==> config.mk <==
export PLATFORM = sky130hd
export DESIGN_NAME = diskIotFront
export DESIGN_NICKNAME = d
export VERILOG_FILES = /design/src/rtl/diskIotPkg.sv /design/src/rtl/diskIotCtrl.sv /design/src/rtl/diskIotPath.sv /design/src/rtl/diskIotFront.sv
export SDC_FILE = /design/constraint.sdc
export NUM_CORES = 1
export LEC_CHECK = 0
export ABC_AREA = 1
export CORE_UTILIZATION = 25
export DETAILED_ROUTE_END_ITERATION = 10
export GPL_TIMING_DRIVEN = 0
export HOLD_SLACK_MARGIN = 0.02
export PLACE_DENSITY = 0.48
export SYNTH_ARGS = -nofsm -noshare
export SYNTH_HDL_FRONTEND = slang
export SYNTH_HIERARCHICAL = 1
export SYNTH_SLANG_ARGS = --single-unit
==> constraint.sdc <==
create_clock -name clk -period 1.2 [get_ports clk]
set_clock_uncertainty 0.1 [all_clocks]
set_input_delay 0.3 -clock clk [delete_from_list [all_inputs] [get_ports clk]]
set_output_delay 0.3 -clock clk [all_outputs]
set_load 0.02 [all_outputs]
==> src/rtl/diskIotPkg.sv <==
package diskIotPkg;
  localparam int PULSE_W = 3;
  localparam int ERR_W   = 3;
  localparam int MEXT_W  = 3;
  localparam int DEXT_W  = 5;
  localparam int EXT_LSB = ERR_W;
  localparam int EXT_W   = MEXT_W + DEXT_W;

  typedef struct packed {
    logic respond;
    logic clrCtl;
    logic loadDa;
    logic startXfer;
    logic isWrite;
    logic clrExt;
    logic loadExt;
    logic zeroAcc;
    logic orStatus;
    logic orDa;
    logic chkCoin;
    logic chkErr;
    logic chkDone;
  } ctrlStrobes_t;
endpackage

==> src/rtl/diskIotCtrl.sv <==
module diskIotCtrl
  import diskIotPkg::*;
#(
  parameter int DEV_W = 6,
  parameter logic [DEV_W-1:0] DEV_A = 6'o60,
  parameter logic [DEV_W-1:0] DEV_B = 6'o61,
  parameter logic [DEV_W-1:0] DEV_C = 6'o62
) (
  input  logic               iotStrobe,
  input  logic [DEV_W-1:0]   devCode,
  input  logic [PULSE_W-1:0] pulse,
  output ctrlStrobes_t       strb
);
  logic hitA, hitB, hitC;

  assign hitA = iotStrobe && (devCode == DEV_A);
  assign hitB = iotStrobe && (devCode == DEV_B);
  assign hitC = iotStrobe && (devCode == DEV_C);

  always_comb begin
    strb = '0;
    if (hitA) begin
      strb.respond   = 1'b1;
      strb.clrCtl    = pulse[0];
      strb.loadDa    = pulse[1] | pulse[2];
      strb.startXfer = pulse[1] | pulse[2];
      strb.isWrite   = pulse[2];
      strb.zeroAcc   = pulse[1] | pulse[2];
    end else if (hitB) begin
      strb.respond   = 1'b1;
      strb.clrExt    = pulse[0];
      strb.chkCoin   = pulse[1];
      strb.zeroAcc   = pulse[1];
      strb.loadExt   = pulse[2];
      strb.orStatus  = pulse[2];
    end else if (hitC) begin
      strb.respond   = 1'b1;
      strb.chkErr    = pulse[0];
      strb.chkDone   = pulse[1] & ~pulse[2];
      strb.zeroAcc   = pulse[1] & pulse[2];
      strb.orDa      = pulse[2];
    end
  end
endmodule

==> src/rtl/diskIotPath.sv <==
module diskIotPath
  import diskIotPkg::*;
#(
  parameter int ACC_W = 12,
  parameter int POS_W = 11
) (
  input  logic             clk,
  input  logic             rstN,
  input  ctrlStrobes_t     strb,
  input  logic [ACC_W-1:0] accIn,
  input  logic [POS_W-1:0] rotPos,
  input  logic             photocell,
  input  logic             xferDone,
  input  logic [ERR_W-1:0] errSet,
  output logic             respValid,
  output logic [ACC_W-1:0] accOut,
  output logic             skip,
  output logic             xferStart,
  output logic             xferWrite,
  output logic [ACC_W-1:0] diskAddr,
  output logic [ACC_W-1:0] statusOut,
  output logic             doneFlag,
  output logic             irq
);
  localparam int EXT_MSB = EXT_LSB + EXT_W - 1;

  logic [ACC_W-1:0] daReg, daAfterClr, daNext;
  logic [EXT_W-1:0] extReg, extAfterClr, extNext;
  logic [ERR_W-1:0] errReg, errNext;
  logic             doneReg, doneNext, irqReg, irqNext;
  logic [ACC_W-1:0] oldStatus, accBase, accResult;
  logic             coin, skipNext;

  assign oldStatus   = {photocell, extReg, errReg};
  assign daAfterClr  = strb.clrCtl ? '0 : daReg;
  assign daNext      = strb.loadDa ? (daAfterClr | accIn) : daAfterClr;
  assign accBase     = strb.zeroAcc ? '0 : accIn;
  assign extAfterClr = strb.clrExt ? '0 : extReg;
  assign extNext     = strb.loadExt ? (extAfterClr | accBase[EXT_MSB:EXT_LSB]) : extAfterClr;
  assign accResult   = accBase | (strb.orStatus ? oldStatus : '0) | (strb.orDa ? daReg : '0);
  assign coin        = (daReg[POS_W-1:0] == rotPos);
  assign skipNext    = (strb.chkCoin & coin) | (strb.chkErr & (errReg == '0)) |
                       (strb.chkDone & doneReg);
  assign errNext     = (strb.clrCtl ? '0 : errReg) | errSet;
  assign doneNext    = xferDone ? 1'b1 : (strb.clrCtl ? 1'b0 : doneReg);
  assign irqNext     = xferDone ? 1'b1 : (strb.clrCtl ? 1'b0 : irqReg);

  always_ff @(posedge clk or negedge rstN) begin
    if (!rstN) begin
      daReg     <= '0;
      extReg    <= '0;
      errReg    <= '0;
      doneReg   <= 1'b1;
      irqReg    <= 1'b0;
      respValid <= 1'b0;
      accOut    <= '0;
      skip      <= 1'b0;
      xferStart <= 1'b0;
      xferWrite <= 1'b0;
    end else begin
      daReg     <= daNext;
      extReg    <= extNext;
      errReg    <= errNext;
      doneReg   <= doneNext;
      irqReg    <= irqNext;
      respValid <= strb.respond;
      accOut    <= strb.respond ? accResult : '0;
      skip      <= strb.respond & skipNext;
      xferStart <= strb.startXfer;
      xferWrite <= strb.startXfer & strb.isWrite;
    end
  end

  assign diskAddr  = daReg;
  assign statusOut = oldStatus;
  assign doneFlag  = doneReg;
  assign irq       = irqReg;
endmodule

==> src/rtl/diskIotFront.sv <==
module diskIotFront
  import diskIotPkg::*;
#(
  parameter int ACC_W = 12,
  parameter int POS_W = 11,
  parameter int DEV_W = 6,
  parameter logic [DEV_W-1:0] DEV_A = 6'o60,
  parameter logic [DEV_W-1:0] DEV_B = 6'o61,
  parameter logic [DEV_W-1:0] DEV_C = 6'o62
) (
  input  logic               clk,
  input  logic               rstN,
  input  logic               iotStrobe,
  input  logic [DEV_W-1:0]   devCode,
  input  logic [PULSE_W-1:0] pulse,
  input  logic [ACC_W-1:0]   accIn,
  input  logic [POS_W-1:0]   rotPos,
  input  logic               photocell,
  input  logic               xferDone,
  input  logic [ERR_W-1:0]   errSet,
  output logic               respValid,
  output logic [ACC_W-1:0]   accOut,
  output logic               skip,
  output logic               xferStart,
  output logic               xferWrite,
  output logic [ACC_W-1:0]   diskAddr,
  output logic [ACC_W-1:0]   statusOut,
  output logic               doneFlag,
  output logic               irq
);
  ctrlStrobes_t strb;

  diskIotCtrl #(.DEV_W(DEV_W), .DEV_A(DEV_A), .DEV_B(DEV_B), .DEV_C(DEV_C)) uCtrl (
    .iotStrobe(iotStrobe), .devCode(devCode), .pulse(pulse), .strb(strb)
  );

  diskIotPath #(.ACC_W(ACC_W), .POS_W(POS_W)) uPath (
    .clk(clk), .rstN(rstN), .strb(strb), .accIn(accIn), .rotPos(rotPos),
    .photocell(photocell), .xferDone(xferDone), .errSet(errSet),
    .respValid(respValid), .accOut(accOut), .skip(skip),
    .xferStart(xferStart), .xferWrite(xferWrite), .diskAddr(diskAddr),
    .statusOut(statusOut), .doneFlag(doneFlag), .irq(irq)
  );
endmodule

==> results of run 1 <==
## where the power goes
part | internal (uW) | total, uW | switching [uW]
logic | 583 | 1070 | 489
clock network | 414 | 874 | 460
registers | 1480 | 1570 | 90.0
total | 2470 | 3510 | 1040
## state kept, by name, indices dropped and copies added (netlist names)
signal           count
uPath/accOut        12
uPath/diskAddr      12
uPath/extReg         8
uPath/errReg         3
uPath/doneFlag       1
uPath/irq            1
uPath/respValid      1
uPath/skip           1
uPath/xferStart      1
uPath/xferWrite      1
## worst paths after layout
| check | startpoint | endpoint | slack [ns] | cells after the start |
|---|---|---|---|---|
| setup / recovery | devCode[3] | uPath/accOut[9] | -0.20 | 11 |
| hold / removal | iotStrobe | uPath/respValid | 0.28 | 3 |
| setup reg to reg | uPath/diskAddr[10] | uPath/skip | -0.07 | 7 |
| hold reg to reg | uPath/irq | uPath/irq | 0.45 | 2 |
| max in group asynchronous | rstN | uPath/doneFlag | 0.16 | 3 |
| min in group asynchronous | rstN | uPath/xferStart | 0.35 | 2 |
## routing by layer
layer / vias up / share of wire / track usage
met3: 11 / 0.039 / 0.03155
li1: 1090 / - / -
met1: 1005 / 0.43 / 0.1893
met2: 51 / 0.52 / 0.2877
met5: - / 0 / 0
met4: 0 / 0.013 / 0.05128
## cell usage after synthesis (4+ instances only)
cell / instances
nand2_1: 72
a31oi_1: 4
nand3_1: 5
buf_4: 4
dfrtp_1: 40
inv_1: 68
o22ai_1: 8
o21ai_0: 14
nor2_1: 15
buf_2: 4
a221o_1: 8
## per-stage QoR
step	util	hold WS (ns)	power, uW	TNS [ns]	instance area, um2
floorplan	-	-0.09559	1942	-3.289	2196
CTS	0.4553	0.2803	3498	-4.028	3741
finish	0.4783	0.2772	3512	-3.910	3930
global route	0.4783	0.2800	3690	-6.714	3930
detailed placement	0.3837	0.1705	2387	-41.70	3153
global placement	0.3819	0.3736	2375	-103.56	3138
## critical path: stages
cell	delay, ns
buf_8	0.10
inv_6	0.05
nand2_8	0.05
nor2_8	0.12
nand4_1	0.18
nand3_4	0.14
buf_12	0.15
nor2_4	0.04
a221o_1	0.26
nand2_1	0.06
inv_1	0.03
## cell type report
cell class                 count  area (um2)  area share
clock buffer                   8       80.08     0.02038
inverter                      71       301.5     0.07673
sequential                    41        1027      0.2614
multi-input combinational    147       973.4      0.2477
buffer                         8       111.4     0.02833
timing repair buffer         132        1305      0.3321
tap                          105       131.4     0.03343
## kinds of logic (layout without fill, tap and decap cells)
family / count (synthesis) / after routing / synth area share
AND/OR/NAND/NOR: 107 / 107 / 0.2313
buffers and inverters: 80 / 219 / 0.1546
flip-flops: 41 / 41 / 0.4844
AO/OA/AOI/OAI: 40 / 40 / 0.1298
## what timing repair did
item | 4_1_cts | 5_1_grt
gates cloned | 1 | 1
endpoints found under the hold margin | 16 | 0
resized for setup | 339 | 34
setup buffers | 38 | 10
setup endpoints to repair | 83 | 80
hold buffers | 1 | 0
pin swaps | 14 | 11
==> summary.md, run 1 <==
| Metric | Value |
|---|---|
| Synthesis-stage register bit count | 41 |
| Async S/R FF share, synth | 1.000 |
| Sequential area share after synthesis | 0.4844 |
| Number of global-route vias before repair | 2128 |
| Syn nets | 308 |
| Setup-failing EPs final | 56 |
| Maximum root-to-sink buffer count | 2 |
| First-pass GRT wire length | 10.56 mm |
| CTS tree | built |
| Failing checks | negative setup slack |
| GPL Wtd Cong | 0.7522 |
| H-tree levels | 2 |
| Initial DRC Count | 42 |
| Avg Cell Area, Syn | 7.913 um2 |
| Crit path kind | in2reg |
| Number of fillers in the final layout | 788 |
| Full die area | 0.008856 mm2 |
| P&R area growth vs syn | 85.31% |
| Top cell type's share of synthesized area | 0.4720 |
| Layout cell share with drive strength beyond 1 | 0.4177 |
| Port bufs | 81 |
| Hpwl dp | 4.605 mm |
| Worst EP required | 1.29 ns |
| Main area contributors after synthesis | dfrtp_1, nand2_1, inv_1, a221o_1, o21ai_0 |
| Root Driver | clkbuf_8 |
| Fin crit period | 1.403 ns |
| Max Clk Rate | 0.7129 GHz |
| Detailed Route WL | 6.801 mm |
| Finished Layout Cells | 512 |
| Commonest non-fill, non-tap cell in the layout | nand2_1 |
| Largest net degree at the start of global routing | 26 |
| Tot GR Track Use | 0.1599 |
| Ys flop type | dfrtp_1 |
| VDD IR-drop max | 0.0003973 V |
| Die Wd | 94.11 um |
| Via count | 2157 |
| Worst-Skew Late Latency | 0.29 ns |
| Synthesis Warnings | 6 |
| Worst Slack Setup Final | -0.2027 ns |
| Final nets | 446 |
| Synth Instances | 268 |
| Rel. slew slack | 0.8126 |
| Number of synthesized flops with an enable pin | 0 |
| Count of cell types in the netlist | 28 |
| Class of the worst hold path | in2reg |
| Mapped Area | 0.002121 mm2 |
| TritonCTS Buffers | 5 |
| Pwr dens | 893.5 mW/mm2 |
| Leakage | 0.002107 uW |
| Critical Path AT | 1.49 ns |
| Number of remaining DRC errors | 0 |
| Num rows | 33 |
| Pre-CTS WS | -1.011 ns |
| Most area-hungry cell type in the Yosys netlist | dfrtp_1 |
| Max cap viols | 0 |
| Core Footprint | 0.008217 mm2 |
| Status | finished, violations left |
| CP Launch Type | input pin |
| Routed len/inst | 13.28 um |
| GRT overflow | 0 |
| Diode count | 0 |
| Commonest non-fill, non-tap cells in the layout | nand2_1, inv_1, buf_6 |
| Slew @ Worst Pin | 0.2811 ns |
| Unrepaired setup endpoints after global routing | yes |
| CP Capture Type | flop |
| Clk pin slew, worst setup/hold paths | 0.07 ns |
| Vias per cell | 4.213 |
| Period utilisation layout | 1.169 |
| Clock sink count | 41 |
| Initial Util | 0.2581 |
| Placed cells | 455 |
| Final ANT Viol Nets | 0 |
| Worst-path fanout max | 6 |
| Final hold vios | 0 |
| Antenna violations before repair | 0 |
| Total iterations of the first detailed-routing run | 4 |
| Die Span Y | 94.11 um |
| Max-slew violations | 0 |
| IO Pins | 82 |
(Power assumes the default switching activity.)
==> run 2, diff against run 1 <==
--- a/config.mk
+++ b/config.mk
@@ -7,6 +7,7 @@
 export LEC_CHECK = 0
 export ABC_AREA = 1
 export CORE_UTILIZATION = 25
+export CTS_BUF_LIST = sky130_fd_sc_hd__clkbuf_4 sky130_fd_sc_hd__clkbuf_8
 export DETAILED_ROUTE_END_ITERATION = 10
 export GPL_TIMING_DRIVEN = 0
 export HOLD_SLACK_MARGIN = 0.02
==> summary.md, run 2 (synthesis gave the netlist of run 1 again) <==
| Metric | Value |
|---|---|
| Worst EP required | 1.29 ns (about the same) |
| Status | finished, violations left (unchanged) |
| VDD IR-drop max | 0.0003515 V (was 0.0003973 V) |
| Setup TNS | -3.823 ns (was -3.910 ns) |
| Worst-path fanout max | 6 (unchanged) |
| Max cap viols | 0 (unchanged) |
| Placed cells | 455 (unchanged) |
| Gate power share | 0.303 (was 0.305) |
| Crit-path slowest cell | a221o_1 (unchanged) |
| IO Pins | 82 (unchanged) |
| Clk pin slew, worst setup/hold paths | 0.07 ns (about the same) |
| CTS tree | built (unchanged) |
| Hpwl dp | 4.605 mm (unchanged) |
| Fin crit period | 1.400 ns (was 1.403 ns) |
| Final nets | 446 (unchanged) |
| Commonest non-fill, non-tap cells in the layout | nand2_1, inv_1, buf_6 (unchanged) |
| Maximum root-to-sink buffer count | 2 (unchanged) |
| Rel. slew slack | 0.8044 (was 0.8126) |
| Core Footprint | 0.008217 mm2 (unchanged) |
| Antenna violations before repair | 0 (unchanged) |
| Final ANT Viol Nets | 0 (unchanged) |
| TritonCTS Buffers | 5 (unchanged) |
| Initial Util | 0.2581 (unchanged) |
| Worst-Skew Late Latency | 0.29 ns (about the same) |
| Final hold vios | 0 (unchanged) |
| Max Clk Rate | 0.7140 GHz (was 0.7129 GHz) |
| Pwr dens | 904.4 mW/mm2 (was 893.5 mW/mm2) |
| Largest net degree at the start of global routing | 26 (unchanged) |
| Vias per cell | 4.246 (was 4.213) |
| Bufs and invs on worst path | 4 (unchanged) |
| CP Launch Type | input pin (unchanged) |
| Register share of total power | 0.436 (was 0.446) |
| Routed len/inst | 13.38 um (was 13.28 um) |
| Setup-failing EPs final | 56 (unchanged) |
| Number of remaining DRC errors | 0 (unchanged) |
| CP delay by family, top | simple AND/OR/NAND/NOR gates (unchanged) |
| Tot GR Track Use | 0.1617 (was 0.1599) |
| CP cell instances | buf_8 -> inv_6 -> nand2_8 -> nor2_8 -> nand4_1 -> nand3_4 -> buf_12 -> nor2_4 -> a221o_1 -> nand2_1 -> inv_1 (unchanged) |
| Finished Layout Cells | 512 (unchanged) |
| Crit path kind | in2reg (unchanged) |
| Port bufs | 81 (unchanged) |
| P_int | 2547 uW (was 2473 uW) |
| Period utilisation layout | 1.167 (was 1.169) |
| CP Capture Type | flop (unchanged) |
| Die Wd | 94.11 um (unchanged) |
| Diode count | 0 (unchanged) |
| Crit-path max cell delay | 0.26 ns (about the same) |
| P&R area growth vs syn | 87.37% (was 85.31%) |
| Initial DRC Count | 46 (was 42) |
| R2R setup slack | -0.08 ns (was -0.07 ns) |
| Root Driver | clkbuf_8 (unchanged) |
| Switching portion of total power | 0.2912 (was 0.2958) |
| Commonest non-fill, non-tap cell in the layout | nand2_1 (unchanged) |
| Leakage | 0.002134 uW (was 0.002107 uW) |
| Total iterations of the first detailed-routing run | 4 (unchanged) |
| GRT overflow | 0 (unchanged) |
| Class of the worst hold path | in2reg (unchanged) |
| Via count | 2174 (was 2157) |
| Critical Path AT | 1.49 ns (about the same) |
| Failing checks | negative setup slack (unchanged) |
| Switching power of the nets | 1047 uW (was 1039 uW) |
| First-pass GRT wire length | 10.65 mm (was 10.56 mm) |
| GPL Wtd Cong | 0.7522 (unchanged) |
| Final hold slack | 0.2801 ns (was 0.2772 ns) |
| Clock sink count | 41 (unchanged) |
| H-tree levels | 2 (unchanged) |
| Max-slew violations | 0 (unchanged) |
| Unrepaired setup endpoints after global routing | yes (unchanged) |
| Full die area | 0.008856 mm2 (unchanged) |
| Worst Slack Setup Final | -0.2005 ns (was -0.2027 ns) |
| Num rows | 33 (unchanged) |
| Layout cell share with drive strength beyond 1 | 0.4300 (was 0.4177) |
| Detailed Route WL | 6.853 mm (was 6.801 mm) |
| Slew @ Worst Pin | 0.2934 ns (was 0.2811 ns) |
| Die Span Y | 94.11 um (unchanged) |
| Number of global-route vias before repair | 2151 (was 2128) |
| Clk network pwr share | 0.262 (was 0.249) |
## run 2: cell count changes in the layout (fill, tap and decap cells not counted), sizes merged
cell           change
dlymetal6s2s       -1
clkdlybuf4s50      +1
## run 2: power by group through the flow
| stage | clock network [uW] | logic (uW) | registers [uW] |
|---|---|---|---|
| floorplan | 0 | 246 | 1700 |
| global placement | 0 | 781 | 1590 |
| detailed placement | 0 | 789 | 1600 |
| CTS | 978 | 1030 | 1560 |
| global route | 1020 | 1170 | 1580 |
| finish | 941 | 1090 | 1570 |
## run 2: worst min-delay path, cell delays in order
cell	delay, ns
buf_2	0.13
nand4_4	0.12
nand2_2	0.07
## run 2: layer usage
layer  vias to the layer above  track usage  routed length, um
met2                        55       0.2938               3570
met1                      1018       0.1893               2923
met4                         0      0.05128                 92
met3                        11      0.03155                266
met5                         -            0                  0
li1                       1090            -                  -
## run 2: worst paths after layout
check                                 from              end  cells after the start
min                              iotStrobe  uPath/respValid                      3
max                             devCode[3]  uPath/accOut[9]                     11
min reg2reg                      uPath/irq        uPath/irq                      2
min in group asynchronous             rstN  uPath/xferStart                      2
max in group asynchronous             rstN   uPath/doneFlag                      3
max reg2reg                uPath/errReg[1]       uPath/skip                      4
## run 2: layout make-up
cell class                      instances  area (um2)
Fill cell                             787        4243
Timing Repair Buffer                  132        1306
Sequential cell                        41        1027
Multi-Input combinational cell        147       994.7
Inverter                               71       306.5
Tap cell                              105       131.4
Buffer                                  8       116.4
Clock buffer                            8       91.34
## run 2: timing repair
item / 4_1_cts / 5_1_grt
hold endpoints to repair: 16 / 0
cloned: 1 / 1
setup buffers: 38 / 10
hold buffers: 1 / 0
setup endpoints to repair: 83 / 80
pin swaps: 14 / 11
resized for setup: 339 / 42
## run 2: metrics by stage
stage / utilization / setup WS (ns) / total power (uW) / cell area (um2)
after floorplan: - / -0.2377 / 1942 / 2196
after global placement: 0.3819 / -1.537 / 2375 / 3138
after detailed placement: 0.3837 / -1.011 / 2387 / 3153
after CTS: 0.4567 / -0.2051 / 3567 / 3752
after global routing: 0.4836 / -0.2671 / 3778 / 3974
final: 0.4836 / -0.2005 / 3594 / 3974
